[src/rtl/dacif_pkg.sv]
package dacif_pkg;
    localparam int DEF_WORD_W   = 18;
    localparam int DEF_SEG_BITS = 4;

    typedef enum logic {
        LT_WAIT_HIGH = 1'b0,
        LT_ARMED     = 1'b1
    } latch_st_e;
endpackage

[src/rtl/dacif_sync.sv]
module dacif_sync #(
    parameter int W = 1
) (
    input  logic         clk_i,
    input  logic         rst_i,
    input  logic [W-1:0] d_i,
    output logic [W-1:0] q_o
);
    logic [W-1:0] stage1;

    always_ff @(posedge clk_i) begin
        if (rst_i) begin
            stage1 <= '0;
            q_o    <= '0;
        end else begin
            stage1 <= d_i;
            q_o    <= stage1;
        end
    end
endmodule

[src/rtl/dacif_chan.sv]
module dacif_chan
    import dacif_pkg::*;
#(
    parameter int WORD_W = DEF_WORD_W
) (
    input  logic              clk_i,
    input  logic              rst_i,
    input  logic              bit_rise_i,
    input  logic              din_i,
    input  logic              latch_i,
    output logic [WORD_W-1:0] held_o,
    output logic              upd_o
);
    latch_st_e         st_q, st_d;
    logic              fire;
    logic [WORD_W-1:0] shift_q;

    // state register
    always_ff @(posedge clk_i) begin
        if (rst_i) st_q <= LT_WAIT_HIGH;
        else       st_q <= st_d;
    end

    // next state and transfer decision
    always_comb begin
        st_d = st_q;
        fire = 1'b0;
        unique case (st_q)
            LT_WAIT_HIGH: if (latch_i)  st_d = LT_ARMED;
            LT_ARMED:     if (!latch_i) begin
                st_d = LT_WAIT_HIGH;
                fire = 1'b1;
            end
        endcase
    end

    // data path: shift register, holding register, pulse
    always_ff @(posedge clk_i) begin
        if (rst_i) begin
            shift_q <= '0;
            held_o  <= '0;
            upd_o   <= 1'b0;
        end else begin
            if (bit_rise_i) shift_q <= {shift_q[WORD_W-2:0], din_i};
            if (fire)       held_o  <= shift_q;
            upd_o <= fire;
        end
    end
endmodule

[src/rtl/dacif_therm.sv]
module dacif_therm
    import dacif_pkg::*;
#(
    parameter int WORD_W   = DEF_WORD_W,
    parameter int SEG_BITS = DEF_SEG_BITS,
    localparam int SEG_N   = (1 << SEG_BITS) - 1,
    localparam int LSB_W   = WORD_W - SEG_BITS
) (
    input  logic [WORD_W-1:0] held_i,
    output logic [SEG_N-1:0]  seg_o,
    output logic [LSB_W-1:0]  lsb_o
);
    logic [SEG_BITS-1:0] level;

    // two's complement to offset binary on the top field
    assign level = {~held_i[WORD_W-1], held_i[WORD_W-2 -: SEG_BITS-1]};
    assign lsb_o = held_i[LSB_W-1:0];

    for (genvar i = 0; i < SEG_N; i++) begin : g_seg
        assign seg_o[i] = (level > SEG_BITS'(i));
    end
endmodule

[src/rtl/dacif_front.sv]
module dacif_front
    import dacif_pkg::*;
#(
    parameter int WORD_W   = DEF_WORD_W,
    parameter int SEG_BITS = DEF_SEG_BITS,
    localparam int SEG_N   = (1 << SEG_BITS) - 1,
    localparam int LSB_W   = WORD_W - SEG_BITS
) (
    input  logic             clk_i,
    input  logic             rst_i,
    input  logic             sclk_i,
    input  logic             sdat_l_i,
    input  logic             sdat_r_i,
    input  logic             ld_l_i,
    input  logic             ld_r_i,
    output logic [SEG_N-1:0] seg_l_o,
    output logic [LSB_W-1:0] lsb_l_o,
    output logic             upd_l_o,
    output logic [SEG_N-1:0] seg_r_o,
    output logic [LSB_W-1:0] lsb_r_o,
    output logic             upd_r_o
);
    localparam int NCH = 2;

    logic [4:0]       raw, syn;
    logic             sclk_prev, bit_rise;
    logic [NCH-1:0]   din_s, latch_s, upd;
    logic [WORD_W-1:0] held [NCH];
    logic [SEG_N-1:0]  seg  [NCH];
    logic [LSB_W-1:0]  lsb  [NCH];

    assign raw = {ld_r_i, ld_l_i, sdat_r_i, sdat_l_i, sclk_i};

    dacif_sync #(.W(5)) u_sync (
        .clk_i (clk_i),
        .rst_i (rst_i),
        .d_i   (raw),
        .q_o   (syn)
    );

    always_ff @(posedge clk_i) begin
        if (rst_i) sclk_prev <= 1'b0;
        else       sclk_prev <= syn[0];
    end
    assign bit_rise = syn[0] & ~sclk_prev;

    assign din_s   = syn[2:1];
    assign latch_s = syn[4:3];

    for (genvar c = 0; c < NCH; c++) begin : g_ch
        dacif_chan #(.WORD_W(WORD_W)) u_chan (
            .clk_i      (clk_i),
            .rst_i      (rst_i),
            .bit_rise_i (bit_rise),
            .din_i      (din_s[c]),
            .latch_i    (latch_s[c]),
            .held_o     (held[c]),
            .upd_o      (upd[c])
        );
        dacif_therm #(.WORD_W(WORD_W), .SEG_BITS(SEG_BITS)) u_therm (
            .held_i (held[c]),
            .seg_o  (seg[c]),
            .lsb_o  (lsb[c])
        );
    end

    assign seg_l_o = seg[0];
    assign lsb_l_o = lsb[0];
    assign upd_l_o = upd[0];
    assign seg_r_o = seg[1];
    assign lsb_r_o = lsb[1];
    assign upd_r_o = upd[1];
endmodule

[config.mk]
export PLATFORM = sky130hd
export DESIGN_NAME = dacif_front
export DESIGN_NICKNAME = d
export VERILOG_FILES = /design/src/rtl/dacif_pkg.sv /design/src/rtl/dacif_sync.sv /design/src/rtl/dacif_chan.sv /design/src/rtl/dacif_therm.sv /design/src/rtl/dacif_front.sv
export SDC_FILE = /design/constraint.sdc
export NUM_CORES = 1
export LEC_CHECK = 0
export BUFFER_PORTS_ARGS = -buffer_cell sky130_fd_sc_hd__buf_2
export CORE_MARGIN = 2
export CORE_UTILIZATION = 43
export DETAILED_ROUTE_END_ITERATION = 16
export PLACE_DENSITY = 0.72
export SYNTH_ARGS = -nofsm -noshare
export SYNTH_HDL_FRONTEND = slang
export SYNTH_SLANG_ARGS = --single-unit
[constraint.sdc]
create_clock -name clk_i -period 1.7 [get_ports clk_i]
set_input_delay 0.425 -clock clk_i [delete_from_list [all_inputs] [get_ports clk_i]]
set_output_delay 0.425 -clock clk_i [all_outputs]
set_load 0.01 [all_outputs]
== Word-level counts from Yosys, hierarchy flattened ==
Index checks and enable logic that the tools add are counted.

* $lt $le $gt $ge: 30
* Multiplexer cells: 6
* Bitwise logic cells: 4

{| class="wikitable"
|+ Operators by type and width
! cell !! count
|-
| 4-bit greater-than comparator (second input constant) || 14
|-
| 4-bit by 3-bit greater-than comparator with 1-bit output (second input constant) || 8
|-
| 4-bit by 1-bit greater-than comparator with 1-bit output (second input constant) || 4
|-
| 4-bit by 2-bit greater-than comparator with 1-bit output (second input constant) || 4
|-
| 1-bit 2-to-1 mux || 6
|-
| 1-bit inverter || 3
|-
| 1-bit AND || 1
|}

* Bits in registers: 87
* Input bits: 7
* Output and inout port bits: 60

== Longest topological paths before layout ==
* Word-level depth: 2
* Depth in mapped cells: 4
* Depth with buffers taken out: 3

== By module ==
Synthesis repeated with hierarchy kept, for this count alone.

* Cells, all modules: 393
* Area total of the unflattened synthesis: 3793.6 µm²

{| class="wikitable"
|+ Modules (own cells, without submodules)
! module !! times used !! cells an instance !! area an instance (µm²)
|-
| dacif_chan || 2 || 144 || 1511.4
|-
| dacif_therm || 2 || 41 || 230.2
|-
| dacif_sync || 1 || 20 || 262.8
|-
| dacif_front || 1 || 3 || 47.5
|}

== Least setup slack after synthesis ==
No wires, ideal clock.

* Path kind: reg2out
* From: reg g_ch[1].u_chan.held_o[16]
* To: out seg_r_o[13]
* Data arrival time: 0.924 ns
* Required time: 1.275 ns
* Slack: 0.351 ns
* Cell stages (with the launch flop): 5
* Buffers on the path: 1
* Cell sequence: dfxtp_1 -> clkbuf_1 -> nand2b_1 -> inv_1 -> and2_1

* Cells in the longest elaborated chain, start to end: 1

{| class="wikitable"
|+ Ends and longest elaborated chain
! element !! line !! text
|-
| start, declared || dacif_chan.sv:11 || <nowiki>output logic [WORD_W-1:0] held_o,</nowiki>
|-
| start signal, assigned || dacif_chan.sv:45 || <nowiki>if (fire) held_o <= shift_q;</nowiki>
|-
| 4-bit greater-than comparator || dacif_therm.sv:20 || <nowiki>assign seg_o[i] = (level > SEG_BITS'(i));</nowiki>
|-
| end, declared || dacif_front.sv:19 || <nowiki>output logic [SEG_N-1:0] seg_r_o,</nowiki>
|}

Every way passes these cells.

== Worst setup path in the final report ==
* From: reg g_ch[1].u_chan.held_o[17]
* To: out seg_r_o[0]

* Cells in the longest elaborated chain, start to end: 2

{| class="wikitable"
|+ Ends and longest elaborated chain
! element !! line !! text
|-
| 1-bit inverter || dacif_therm.sv:16 || <nowiki>assign level = {~held_i[WORD_W-1], held_i[WORD_W-2 -: SEG_BITS-1]};</nowiki>
|-
| 4-bit by 1-bit greater-than comparator with 1-bit output || dacif_therm.sv:20 ||
|}

Every way passes these cells.

==> out/metrics.csv <==
metric;value;unit
grt_antenna_before_repair;0;
grt_pass1_wl;9.21;mm
critPathCaptureType;output port;
layout-drive-gt1-share;0.245;
drc_errors;0;
worst_pin_slew;553;ps
fp.dieH;96.2;um
cts.htree.levels;3;
maxCapViolations;0;
cp_max_fo;6;
crit_required;1270;ps
combinationalPowerShare;0.034;
grt_pass1_vias;2031;
ys_ff_latch;87;
hpwlAfterDp;3.68;mm
r2r-start;sclk_prev;
clk_path_buf_depth;2;
rr_endpoint;g_ch[1].u_chan.shift_q[7];
p_int;0.00303;W
cts_tree;built;
syn_area;3650;um2
cts_root_buf;clkbuf_8;
fin_crit;1620;ps
synth.distinct_cells;23;
chipWidth;96.2;um
status;finished clean;
drt-initial-drc-count;80;
switching_share;0.198;
min_from;sdat_l_i;
yosys_warnings;0;
relSlewSlack;0.631;
via_count;2264;
insertion_delay;350;ps
power_switching;0.000746;W
viasPerCell;4.56;
num_rows;33;
syn_inst;355;
synth_seq_area_share;0.477;
hold_viol_final;0;
fp.dieArea;9250;um2
hold_path.class;in2reg;
hold_buffers;0;
cts_buffers;9;
syn_to_final_growth;11.1;%
slew_viol_final;0;
port_buffers;66;
r2r_slack;510;ps
first_pass_iters;4;
nNetsFinal;394;
fin_skew;11.0;ps
core-area;8220;um2
drtAntennaViolNets;0;
pwr-share-clk;0.422;
r2r_cells;2;
cts_sinks;87;
pwr_density_cell;929;nW/um2
clk_pin_slew_worst_paths;80;ps
hold_end;u_sync.stage1[1];
setup_viol;0;
rsz0062_at_grt;no;
ir_drop;0.000441;V
p_leak;1.78;nW
holdWs;284;ps
routedWlPerCell;11.7;um
grt_max_degree;90;
min_period_over_period;0.954;
pwr-share-seq;0.544;
grt-ovfl-total;0;
gp_congestion;0.685;
start_util;0.445;
hold_path_depth;2;
arrival;1200;ps
max_freq;616;MHz
critPathKind;reg2out;
wirelength;5.81;mm
io-pin-count;67;
diodes;0;
syn_nets;362;
grt_use_total;0.129;
avgSynthCellArea;10.3;um2
fin_tns_setup;0;ps
cp-start-kind;flop;
## logic make-up after synthesis
group	share of synthesized area
multiplexers	0.192
AND/OR/NAND/NOR	0.215
buffers and inverters	0.108
flip-flops	0.477
AO/OA/AOI/OAI	0.00821
## worst max-delay path, cell delays in order, from the launching register on
cell and delay, ps:
dfxtp_4 380, nor2b_1 250, nand2_1 80, buf_2 140
## state kept, by name (all words and copies together), names as in the netlist
name	count
g_ch.u_chan.upd_o	2
u_sync.stage1	5
u_sync.q_o	5
g_ch.u_chan.held_o	36
sclk_prev	1
g_ch.u_chan.st_q	2
g_ch.u_chan.shift_q	36
## what timing repair did
item / 4_1_cts / 5_1_grt
gates resized for setup: 3 / 6
hold endpoints to repair: 0 / 0
setup buffers: 0 / 1
endpoints found under the setup margin: 5 / 13
## metrics by stage
stage,setup slack [ps],util,cell area (um2),power (W),instances
6_report,77.9,0.494,4060,0.00377,497
5_1_grt,5.14,0.494,4060,0.00392,497
4_1_cts,0.400,0.492,4040,0.00381,496
3_5_place_dp,287,0.464,3810,0.00223,480
3_3_place_gp,349,0.464,3810,0.00223,480
2_1_floorplan,351,-,3650,0.00222,355
## synth_stat cells
| library cell | n | share of area |
|---|---|---|
| dfxtp_1 | 87 | 0.48 |
| nand2b_1 | 79 | 0.14 |
| mux2i_1 | 70 | 0.19 |
| buf_4 | 29 | 0.060 |
| nor2_1 | 16 | 0.016 |
| nor2b_1 | 16 | 0.027 |
| nand2_1 | 13 | 0.013 |
| clkbuf_1 | 11 | 0.011 |
| inv_1 | 5 | 0.0051 |
| buf_2 | 4 | 0.0055 |
| buf_12 | 3 | 0.016 |
| clkbuf_2 | 3 | 0.0041 |
| o21ai_0 | 3 | 0.0041 |
| a21oi_1 | 2 | 0.0027 |
| and2_1 | 2 | 0.0034 |
| buf_6 | 2 | 0.0062 |
| nand3_1 | 2 | 0.0027 |
| nand4bb_1 | 2 | 0.0062 |
| nor3_1 | 2 | 0.0027 |
| nand3b_1 | 1 | 0.0021 |
| nor2b_4 | 1 | 0.0038 |
| o21ai_1 | 1 | 0.0014 |
| or2b_1 | 1 | 0.0021 |
## layer usage
| metal | vias up | track usage | part of all wire |
|---|---|---|---|
| li1 | 1180 | - | - |
| met1 | 1022 | 0.166 | 0.51 |
| met2 | 52 | 0.201 | 0.43 |
| met3 | 10 | 0.0298 | 0.044 |
| met4 | 0 | 0.0679 | 0.015 |
| met5 | - | 0 | 0 |
## worst max path at each step
stage	depth (start not counted)	start	endpoint	slack, ps
floorplan	4	g_ch[1].u_chan.held_o[16]	seg_r_o[13]	350
global placement	4	g_ch[1].u_chan.held_o[17]	seg_r_o[13]	350
detailed placement	4	g_ch[1].u_chan.held_o[17]	seg_r_o[13]	290
CTS	4	g_ch[0].u_chan.held_o[16]	seg_l_o[13]	0.4
global route	3	g_ch[1].u_chan.held_o[17]	seg_r_o[0]	5
finish	3	g_ch[1].u_chan.held_o[17]	seg_r_o[0]	80
## power by group through the flow
stage	sequential (W)	clock [W]	combinational, W
2_1_floorplan	0.00210	0	0.000113
3_3_place_gp	0.00210	0	0.000129
3_5_place_dp	0.00210	0	0.000130
4_1_cts	0.00205	0.00163	0.000130
5_1_grt	0.00206	0.00172	0.000137
6_report	0.00205	0.00159	0.000129
## layout make-up
class	count	area, um2
well taps	105	131
fillers	746	4160
inverters	5	18.8
clock inverters	3	65.1
clock buffers	13	159
flip-flops and latches	87	1750
repair buffers	73	408
multi-input cells	211	1530
## cells in the final DEF (no fill, tap or decap)
master      n
nor2_2      1
inv_1       5
dfxtp_4     1
nor3_1      2
nor2b_1    16
and2_1      2
dfxtp_2     5
nand3_1     2
mux2i_1    70
buf_2      66
nor2_1     15
o21ai_0     3
nand3b_1    1
buf_4       5
clkbuf_1    2
buf_12      2
nand2b_4    1
nand2b_1   78
bufinv_16   2
o21ai_1     1
clkbuf_8   11
dfxtp_1    81
or2b_1      1
nor2b_4     1
clkinv_2    1
nand4bb_1   2
nand2_1    13
a21oi_1     2
Note: power is estimated with default switching activity, not from simulation.
